--- src/rtl/cg_pkg.sv ---
package cg_pkg;

    typedef enum logic [1:0] {
        ST_HEAD  = 2'd0,
        ST_BODY  = 2'd1,
        ST_PURGE = 2'd2
    } cg_state_e;

endpackage

--- src/rtl/cg_match.sv ---
module cg_match #(
    parameter int DEST_W = 6,
    parameter int ID_W   = 4
) (
    input  logic [DEST_W-1:0] msg_dest,
    input  logic [ID_W-1:0]   msg_id,
    input  logic [DEST_W-1:0] cir_dest,
    input  logic [ID_W-1:0]   cir_id,
    output logic              hit
);

    localparam int KEY_W = DEST_W + ID_W;

    logic [KEY_W-1:0] diff;

    // One XOR per key bit: destination bits sit above the id bits.
    for (genvar b = 0; b < KEY_W; b++) begin : g_bit
        if (b < ID_W) begin : g_id
            assign diff[b] = msg_id[b] ^ cir_id[b];
        end else begin : g_dst
            assign diff[b] = msg_dest[b-ID_W] ^ cir_dest[b-ID_W];
        end
    end

    assign hit = ~|diff;

endmodule

--- src/rtl/cg_victim.sv ---
module cg_victim #(
    parameter int DEST_W = 6,
    parameter int ID_W   = 4
) (
    input  logic              clk,
    input  logic              rst_n,
    input  logic              capture,
    input  logic              up_remove,
    input  logic [DEST_W-1:0] cir_dest,
    input  logic [ID_W-1:0]   cir_id,
    output logic [DEST_W-1:0] v_dest,
    output logic [ID_W-1:0]   v_id,
    output logic              v_early
);

    // Holds the rejected circuit's key, and whether the upstream remove had
    // not yet arrived when the misroute was seen.
    always_ff @(posedge clk) begin
        if (!rst_n) begin
            v_dest  <= '0;
            v_id    <= '0;
            v_early <= 1'b0;
        end else if (capture) begin
            v_dest  <= cir_dest;
            v_id    <= cir_id;
            v_early <= ~up_remove;
        end
    end

endmodule

--- src/rtl/cg_ctrl.sv ---
module cg_ctrl
    import cg_pkg::*;
(
    input  logic      clk,
    input  logic      rst_n,
    input  logic      fb_valid,
    input  logic      fb_head,
    input  logic      fb_tail,
    input  logic      rc_valid,
    input  logic      dn_ready,
    input  logic      match,
    output logic      send,
    output logic      pop,
    output logic      purge_now,
    output logic      capture,
    output cg_state_e state
);

    cg_state_e nxt;
    logic      attempt;

    assign attempt = rst_n & fb_valid & rc_valid & dn_ready;

    always_ff @(posedge clk) begin
        if (!rst_n) state <= ST_HEAD;
        else        state <= nxt;
    end

    always_comb begin
        nxt = state;
        unique case (state)
            ST_HEAD: begin
                if (attempt && fb_head) begin
                    if (!match)       nxt = ST_PURGE;
                    else if (fb_tail) nxt = ST_HEAD;
                    else              nxt = ST_BODY;
                end
            end
            ST_BODY: begin
                if (attempt && fb_tail) nxt = ST_HEAD;
            end
            ST_PURGE: begin
                if (dn_ready) nxt = ST_HEAD;
            end
            default: nxt = ST_HEAD;
        endcase
    end

    always_comb begin
        send      = 1'b0;
        pop       = 1'b0;
        purge_now = 1'b0;
        capture   = 1'b0;
        unique case (state)
            ST_HEAD: begin
                if (attempt && fb_head) begin
                    send    = match;
                    pop     = match;
                    capture = ~match;
                end
            end
            ST_BODY: begin
                send = attempt;
                pop  = attempt;
            end
            ST_PURGE: begin
                purge_now = rst_n & dn_ready;
            end
            default: ;
        endcase
    end


    mis_hold_chk: assert property (@(posedge clk) disable iff (!rst_n)
        (state == ST_HEAD && attempt && fb_head && !match) |-> (!send && !pop));


    purge_next_chk: assert property (@(posedge clk) disable iff (!rst_n)
        capture |=> (state == ST_PURGE));


    purge_wait_chk: assert property (@(posedge clk) disable iff (!rst_n)
        (state == ST_PURGE && !dn_ready) |=> (state == ST_PURGE));


    body_pass_chk: assert property (@(posedge clk) disable iff (!rst_n)
        (state == ST_BODY && attempt) |-> (send && pop));


    single_flit_chk: assert property (@(posedge clk) disable iff (!rst_n)
        (state == ST_HEAD && send && fb_tail) |=> (state == ST_HEAD));

endmodule

--- src/rtl/circuit_guard.sv ---
module circuit_guard
    import cg_pkg::*;
#(
    parameter int DEST_W = 6,
    parameter int ID_W   = 4,
    parameter int DATA_W = 16
) (
    input  logic              clk,
    input  logic              rst_n,
    input  logic              fb_valid,
    input  logic              fb_head,
    input  logic              fb_tail,
    input  logic [DEST_W-1:0] fb_dest,
    input  logic [ID_W-1:0]   fb_reqid,
    input  logic [DATA_W-1:0] fb_data,
    output logic              fb_pop,
    input  logic              rc_valid,
    input  logic [DEST_W-1:0] rc_dest,
    input  logic [ID_W-1:0]   rc_reqid,
    input  logic              up_remove,
    input  logic              dn_ready,
    output logic              out_valid,
    output logic              out_head,
    output logic              out_tail,
    output logic              out_rmc,
    output logic [DEST_W-1:0] out_dest,
    output logic [ID_W-1:0]   out_reqid,
    output logic [DATA_W-1:0] out_data,
    output logic              rb_drop,
    output logic              rb_skip_remove
);

    logic              hit;
    logic              send;
    logic              purge_now;
    logic              capture;
    cg_state_e         state;
    logic [DEST_W-1:0] v_dest;
    logic [ID_W-1:0]   v_id;
    logic              v_early;

    cg_match #(.DEST_W(DEST_W), .ID_W(ID_W)) u_match (
        .msg_dest (fb_dest),
        .msg_id   (fb_reqid),
        .cir_dest (rc_dest),
        .cir_id   (rc_reqid),
        .hit      (hit)
    );

    cg_ctrl u_ctrl (
        .clk       (clk),
        .rst_n     (rst_n),
        .fb_valid  (fb_valid),
        .fb_head   (fb_head),
        .fb_tail   (fb_tail),
        .rc_valid  (rc_valid),
        .dn_ready  (dn_ready),
        .match     (hit),
        .send      (send),
        .pop       (fb_pop),
        .purge_now (purge_now),
        .capture   (capture),
        .state     (state)
    );

    cg_victim #(.DEST_W(DEST_W), .ID_W(ID_W)) u_victim (
        .clk       (clk),
        .rst_n     (rst_n),
        .capture   (capture),
        .up_remove (up_remove),
        .cir_dest  (rc_dest),
        .cir_id    (rc_reqid),
        .v_dest    (v_dest),
        .v_id      (v_id),
        .v_early   (v_early)
    );

    // The payload crosses the switch speculatively; only the valid is gated.
    assign out_valid      = send | purge_now;
    assign out_rmc        = purge_now;
    assign out_head       = purge_now ? 1'b1 : fb_head;
    assign out_tail       = purge_now ? 1'b1 : fb_tail;
    assign out_dest       = purge_now ? v_dest : fb_dest;
    assign out_reqid      = purge_now ? v_id : fb_reqid;
    assign out_data       = purge_now ? '0 : fb_data;
    assign rb_drop        = purge_now;
    assign rb_skip_remove = purge_now & v_early;


    blocked_quiet_chk: assert property (@(posedge clk) disable iff (!rst_n)
        (!dn_ready || !rc_valid && state != ST_PURGE) |-> (!out_valid && !fb_pop));


    skip_needs_drop_chk: assert property (@(posedge clk) disable iff (!rst_n)
        rb_skip_remove |-> (rb_drop && out_rmc && out_valid));


    pop_is_data_chk: assert property (@(posedge clk) disable iff (!rst_n)
        fb_pop |-> (out_valid && !out_rmc && fb_valid));


    drop_no_pop_chk: assert property (@(posedge clk) disable iff (!rst_n)
        rb_drop |-> (!fb_pop && out_head && out_tail));

endmodule

--- config.mk ---
export PLATFORM = sky130hd
export DESIGN_NAME = circuit_guard
export DESIGN_NICKNAME = d
export VERILOG_FILES = /design/src/rtl/cg_pkg.sv /design/src/rtl/cg_match.sv /design/src/rtl/cg_victim.sv /design/src/rtl/cg_ctrl.sv /design/src/rtl/circuit_guard.sv
export SDC_FILE = /design/constraint.sdc
export NUM_CORES = 1
export LEC_CHECK = 0
export ABC_AREA = 0
export BUFFER_PORTS_ARGS = -buffer_cell sky130_fd_sc_hd__buf_4
export CAP_MARGIN = 10
export CORE_MARGIN = 2
export CORE_UTILIZATION = 23
export CTS_BUF_LIST = sky130_fd_sc_hd__clkbuf_4
export CTS_CLUSTER_SIZE = 14
export DETAILED_ROUTE_END_ITERATION = 16
export PLACE_DENSITY = 0.61
export SYNTH_ARGS = -nofsm -noshare
export SYNTH_HDL_FRONTEND = slang
export SYNTH_HIERARCHICAL = 1
export SYNTH_SLANG_ARGS = --single-unit
--- constraint.sdc ---
create_clock -name clk -period 2 [get_ports clk]
set_clock_uncertainty 0.05 [all_clocks]
set_input_delay 0.1 -clock clk [delete_from_list [all_inputs] [get_ports clk]]
set_output_delay 0.1 -clock clk [all_outputs]
set_load 0.01 [all_outputs]
==> flow_metrics.py, run 1 <==
metrics = {
    "die": {
        "core_area_sq_um": 4000,
        "fp.dieW_um": 68.7,
        "rows": 23,
        "fp.dieArea_sq_um": 4720,
        "initial_core_util": 0.241,
        "io_pins": 77,
        "die_h_um": 68.7,
    },
    "synth": {
        "yosys_warnings": 6,
        "syn_avg_cell_area_sq_um": 9.82,
        "syn_area_sq_um": 962,
        "yosysMostFrequentCell": "nor2b_1",
        "synth_common_cells": "nor2b_1, dfxtp_1, mux2_4, mux2i_1, xnor2_1",
        "seq_area_frac_synth": 0.270,
        "yosysTopAreaCellShare": 0.270,
        "synth_cell_types": 26,
        "ys_seq_elements": 13,
        "synth_edf_count": 0,
        "synth_fp_nets": 142,
        "async_flop_share": 0,
        "synth_ff_type": "dfxtp_1",
        "syn-instance-count": 98,
        "synth_area_leader_cell": "dfxtp_1",
        "synth.area.top_cells": "dfxtp_1, nor2b_1, mux2_4",
    },
    "clock_network": {
        "clkLatencyLatePin_ns": 0.27,
        "cts-root-buf": "clkbuf_4",
        "cts_tree": "built",
        "cts_max_path_buffers": 2,
        "cts.sinks": 13,
        "clkTransAtPathRegs_ns": 0.09,
        "h-tree-depth": 1,
        "cts_setup_buffers": 0,
        "cts_buffers": 3,
    },
    "global_routing": {
        "grt_use_total": 0.120,
        "grt_pass1_vias": 967,
        "grt_pass1_wl_um": 4240,
        "grt-ovfl-total": 0,
        "grt_max_degree": 24,
        "antenna_found_initial": 0,
    },
    "timing": {
        "fmax_ghz": 0.548,
        "finalMaxSlewViolations": 0,
        "fin_crit_ns": 1.83,
        "rsz0062_at_grt": "false",
        "relSlewSlack": 0.499,
        "finalHoldViolations": 0,
        "worst_slew_pin_slew_ns": 0.751,
        "hold_ws_ns": 0.0306,
        "setup_viol": 0,
        "post-route-period-util": 0.913,
        "setup_slack_ns": 0.174,
    },
    "route": {
        "wl_per_cell_um": 12.4,
        "antenna_left": 0,
        "firstDrtPassIters": 4,
        "first_iter_violations": 19,
        "wirelength_um": 2850,
        "num_vias": 1011,
        "vias_per_cell": 4.40,
        "drc": 0,
    },
    "critical_path": {
        "critPathKind": "reg2out",
        "worstPathArrival_ns": 1.68,
        "path_cells": "buf_4 > nand2_1 > nor3_2 > buf_4 > mux2_4 > buf_4",
        "cp.required_ns": 1.85,
        "crit_path_end_kind": "output pin",
        "setup.worst_path.start_class": "flop",
        "cp_slowest_cell": "dfxtp_1",
        "cp_slowest_stage_delay_ns": 0.34,
        "cp_common_cell": "buf_4",
        "path_max_fanout": 23,
    },
    "final_layout": {
        "drive_above_1_share": 0.572,
        "area_delta_synth_final_pct": 71.4,
        "utilization": 0.412,
        "fillers": 401,
        "nNetsFinal": 225,
        "fin_cells": 230,
        "fin_area_sq_um": 1650,
        "diodes": 0,
    },
    "place": {
        "hpwl_um": 2340,
        "place_area_sq_um": 1610,
        "io_buffer_count": 76,
        "place_congestion": 0.665,
        "place_ws_ns": -0.270,
        "place_inst": 225,
    },
    "power": {
        "power_density_nw_per_um2": 391,
        "leakage_uw": 0.000754,
        "ir_drop_mv": 0.194,
    },
    "run_status": {
        "status": "finished clean",
    },
    "job": {
        "maxCapViolations": 0,
    },
    "worst_hold_path": {
        "hp-class": "in2reg",
    },
}
==> per-layer routing <==
metal | vias up | global-route usage | share of wire
met2 | 62 | 0.210 | 0.47
li1 | 493 | - | -
met3 | 4 | 0.0195 | 0.12
met1 | 452 | 0.137 | 0.41
met4 | 0 | 0.0675 | 0.0088
met5 | - | 0 | 0
==> worst max-delay path: cells and delay by family (launching register included) <==
family	cells	cell delay [ns]
and+or+nand+nor	2	0.20
muxes	1	0.32
buffers and inverters	3	0.54
DFF	1	0.34
==> sequential cells by signal, summed over array words and instances, names as in the netlist <==
name	flops
u_victim/v_early	1
u_victim/v_dest	6
u_victim/v_id	4
u_ctrl/state	2
==> layout by cell type, fill, tap and decap left out <==
cell,instances
and4_4,1
mux2i_1,10
o211a_1,1
nand4_1,2
xor2_1,2
a31oi_1,1
dlygate4sd3_1,1
nand2_1,3
nand2b_1,1
clkinv_2,1
nor4_2,1
nor3_2,1
inv_1,1
clkbuf_4,3
nor2b_1,26
dfxtp_1,13
nor3b_1,2
xnor2_1,8
or2_1,3
mux2_4,10
nor2_2,1
and2_1,1
a2111oi_2,1
a21oi_1,1
a211oi_1,1
buf_4,84
==> cell families (layout without fill, tap and decap cells) <==
logic type / after synthesis / after routing / synth area share
buffers and inverters: 8 / 90 / 0.0572
multiplexers: 20 / 20 / 0.260
AO/OA/AOI/OAI: 5 / 5 / 0.0455
AND/OR/NAND/NOR: 42 / 42 / 0.276
flip-flops: 13 / 13 / 0.270
XOR/XNOR: 10 / 10 / 0.0910
==> through the flow <==
| stage | total power, uW | setup TNS (ns) |
|---|---|---|
| after detailed placement | 489 | -2.86 |
| final | 644 | 0 |
| after floorplan | 353 | 0 |
| after global routing | 684 | 0 |
| after CTS | 658 | 0 |
| after global placement | 486 | -2.21 |
==> where the power goes <==
group	switching, uW	total, uW	internal (uW)	leakage, uW
registers	1.76	264	262	0.000105
clock network	87.9	162	74.1	0.0000177
logic	78.7	219	140	0.000631
==> timing repair <==
action | CTS | global route
hold endpoints to repair | 1 | 0
resized for setup | 1 | 0
hold buffers | 1 | 0
setup endpoints to repair | 10 | 0
==> path summary, 6_finish.rpt <==
check,start,end,slack [ns],cells past startpoint
min reg2reg,u_victim/v_early$_SDFFE_PN0P_,u_victim/v_early$_SDFFE_PN0P_,0.44,1
max reg2reg,u_ctrl/state[1]$_SDFFE_PN0P_,u_victim/v_id[3]$_SDFFE_PN0P_,0.32,5
min,up_remove,u_victim/v_early$_SDFFE_PN0P_,0.03,3
max,u_ctrl/state[1]$_SDFFE_PN0P_,out_dest[0],0.17,6
==> layout make-up <==
type	instances	area, sq um	share of cell area
clock buffer	3	22.5	0.0137
sequential	13	260	0.158
tap	50	62.6	0.0379
timing repair buffer	85	641	0.388
inverter	1	3.75	0.00228
multi-input combinational	77	654	0.397
clock inverter	1	5.00	0.00303
(Power assumes the default switching activity.)
==> run 2, diff against run 1 <==
CORE_UTILIZATION = 35   (was 23)
PLACE_DENSITY = 0.82   (was 0.61)
==> run 2 against run 1 <==
  * Routed wire length decreased by 11%
  * Global-route usage is 4.0 points higher
  * Die area fell by 32%
  * Via count down 2.4%
  * Sequential power barely moved
  * Count of clock-buffer cells in the layout up 1
  * Maximum frequency is 0.75% higher
  * Non-clock buffer count shrank 5
  * Critical path depth decreased by 1
  * Largest cell class unchanged
  * Highest routed layer unchanged
==> flow_metrics.py, run 2 (same netlist as run 1, synthesis figures left out) <==
metrics = {
    "power": {
        "p_sw_uw": 158,
        "power_density_nw_per_um2": 405,
        "leakage_uw": 0.000731,
        "pwr-share-clk": 0.269,
        "p_int_uw": 487,
        "swShare": 0.244,
        "p_comb_frac": 0.322,
        "seq_power_share": 0.409,
        "ir_drop_mv": 0.287,
    },
    "global_routing": {
        "grt_pass1_wl_um": 4110,
        "grt_max_degree": 27,
        "grt-ovfl-total": 0,
        "grt_use_total": 0.160,
        "grt_pass1_vias": 955,
        "antenna_found_initial": 0,
    },
    "clock_network": {
        "cts_max_path_buffers": 2,
        "h-tree-depth": 1,
        "clkTransAtPathRegs_ns": 0.08,
        "cts.sinks": 13,
        "clkLatencyLatePin_ns": 0.27,
        "cts_tree": "built",
        "cts_buffers": 3,
        "cts-root-buf": "clkbuf_4",
    },
    "timing": {
        "finalHoldViolations": 0,
        "fin_crit_ns": 1.81,
        "setup_slack_ns": 0.188,
        "post-route-period-util": 0.906,
        "tns_ns": 0,
        "setup_viol": 0,
        "relSlewSlack": 0.507,
        "finalMaxSlewViolations": 0,
        "worst_slew_pin_slew_ns": 0.738,
        "fmax_ghz": 0.552,
        "hold_ws_ns": 0.0356,
        "rsz0062_at_grt": "false",
    },
    "place": {
        "place_area_sq_um": 1550,
        "place_ws_ns": -0.211,
        "place_congestion": 0.672,
        "hpwl_um": 2100,
        "io_buffer_count": 76,
    },
    "route": {
        "firstDrtPassIters": 2,
        "vias_per_cell": 4.79,
        "wl_per_cell_um": 12.3,
        "antenna_left": 0,
        "drc": 0,
        "wirelength_um": 2530,
        "first_iter_violations": 33,
        "num_vias": 987,
    },
    "die": {
        "core_area_sq_um": 2690,
        "fp.dieW_um": 56.4,
        "die_h_um": 56.4,
        "rows": 19,
        "io_pins": 77,
        "initial_core_util": 0.358,
        "fp.dieArea_sq_um": 3180,
    },
    "critical_path": {
        "cp.required_ns": 1.85,
        "critPathKind": "reg2out",
        "path_max_fanout": 26,
        "crit_path_end_kind": "output pin",
        "worstPathArrival_ns": 1.66,
        "setup.worst_path.start_class": "flop",
    },
    "run_status": {
        "status": "finished clean",
    },
    "final_layout": {
        "utilization": 0.593,
        "reg_top3": "u_victim/v_dest: 6 flops, u_victim/v_id: 4 flops, u_ctrl/state: 2 flops",
        "layout_commonest_cell": "buf_4",
        "nNetsFinal": 220,
        "layout_common_cells": "buf_4, nor2b_1, dfxtp_1, mux2_4, mux2i_1",
        "largest_register": "u_victim/v_dest",
        "drive_above_1_share": 0.560,
        "diodes": 0,
        "area_delta_synth_final_pct": 65.7,
        "fin_area_sq_um": 1590,
        "largest_reg_flops": 6,
    },
    "worst_hold_path": {
        "hp-class": "in2reg",
    },
    "job": {
        "maxCapViolations": 0,
    },
}
run 2: cell types whose count changed in the layout (fill, tap and decap cells not counted):
cell and delta:
buf_4 -6, buf_6 +1, clkbuf_4 +1, clkinv_2 -1
run 2: worst paths after layout:
kind | startpoint | to | slack, ns | cells after the start
worst min-delay path | up_remove | u_victim/v_early$_SDFFE_PN0P_ | 0.04 | 3
worst min register to register | u_victim/v_early$_SDFFE_PN0P_ | u_victim/v_early$_SDFFE_PN0P_ | 0.43 | 1
worst max-delay path | u_ctrl/state[1]$_SDFFE_PN0P_ | out_reqid[0] | 0.19 | 5
worst max register to register | u_ctrl/state[1]$_SDFFE_PN0P_ | u_victim/v_id[1]$_SDFFE_PN0P_ | 0.23 | 5
run 2: cell type report:
| type | instances | area [sq um] |
|---|---|---|
| multi-input cells | 77 | 654 |
| flip-flops and latches | 13 | 260 |
| repair buffers | 80 | 607 |
| clock buffers | 4 | 30.0 |
| inverters | 1 | 3.75 |
| well taps | 31 | 38.8 |
| fillers | 245 | 1090 |
run 2: power groups by stage:
stage | combinational [uW] | sequential [uW] | clock (uW)
finish | 208 | 264 | 174
global route | 223 | 264 | 198
CTS | 210 | 264 | 180
detailed placement | 208 | 270 | 0
global placement | 205 | 270 | 0
floorplan | 83.5 | 269 | 0
run 2: worst max-delay path, cell delays in order (launching register included):
cell and delay, ns:
dfxtp_1 0.42, nand2_1 0.09, nor3_2 0.17, buf_6 0.25, mux2_4 0.32, buf_4 0.14
run 2: metal layers:
layer,vias up,wire [um],global-route usage
li1,483,-,-
met1,447,854,0.157
met2,55,1310,0.301
met3,2,352,0.0737
met4,0,12,0.0408
met5,-,0,0
run 2: timing repair:
item	4_1_cts	5_1_grt
resized for setup	1	1
hold endpoints to repair	1	0
setup buffers	0	0
endpoints found under the setup margin	10	4
hold buffers	1	0
run 2: stage by stage:
step	total power (uW)	cells
after floorplan	353	98
after global placement	475	201
after detailed placement	478	201
after CTS	654	206
after global routing	686	206
final	645	206
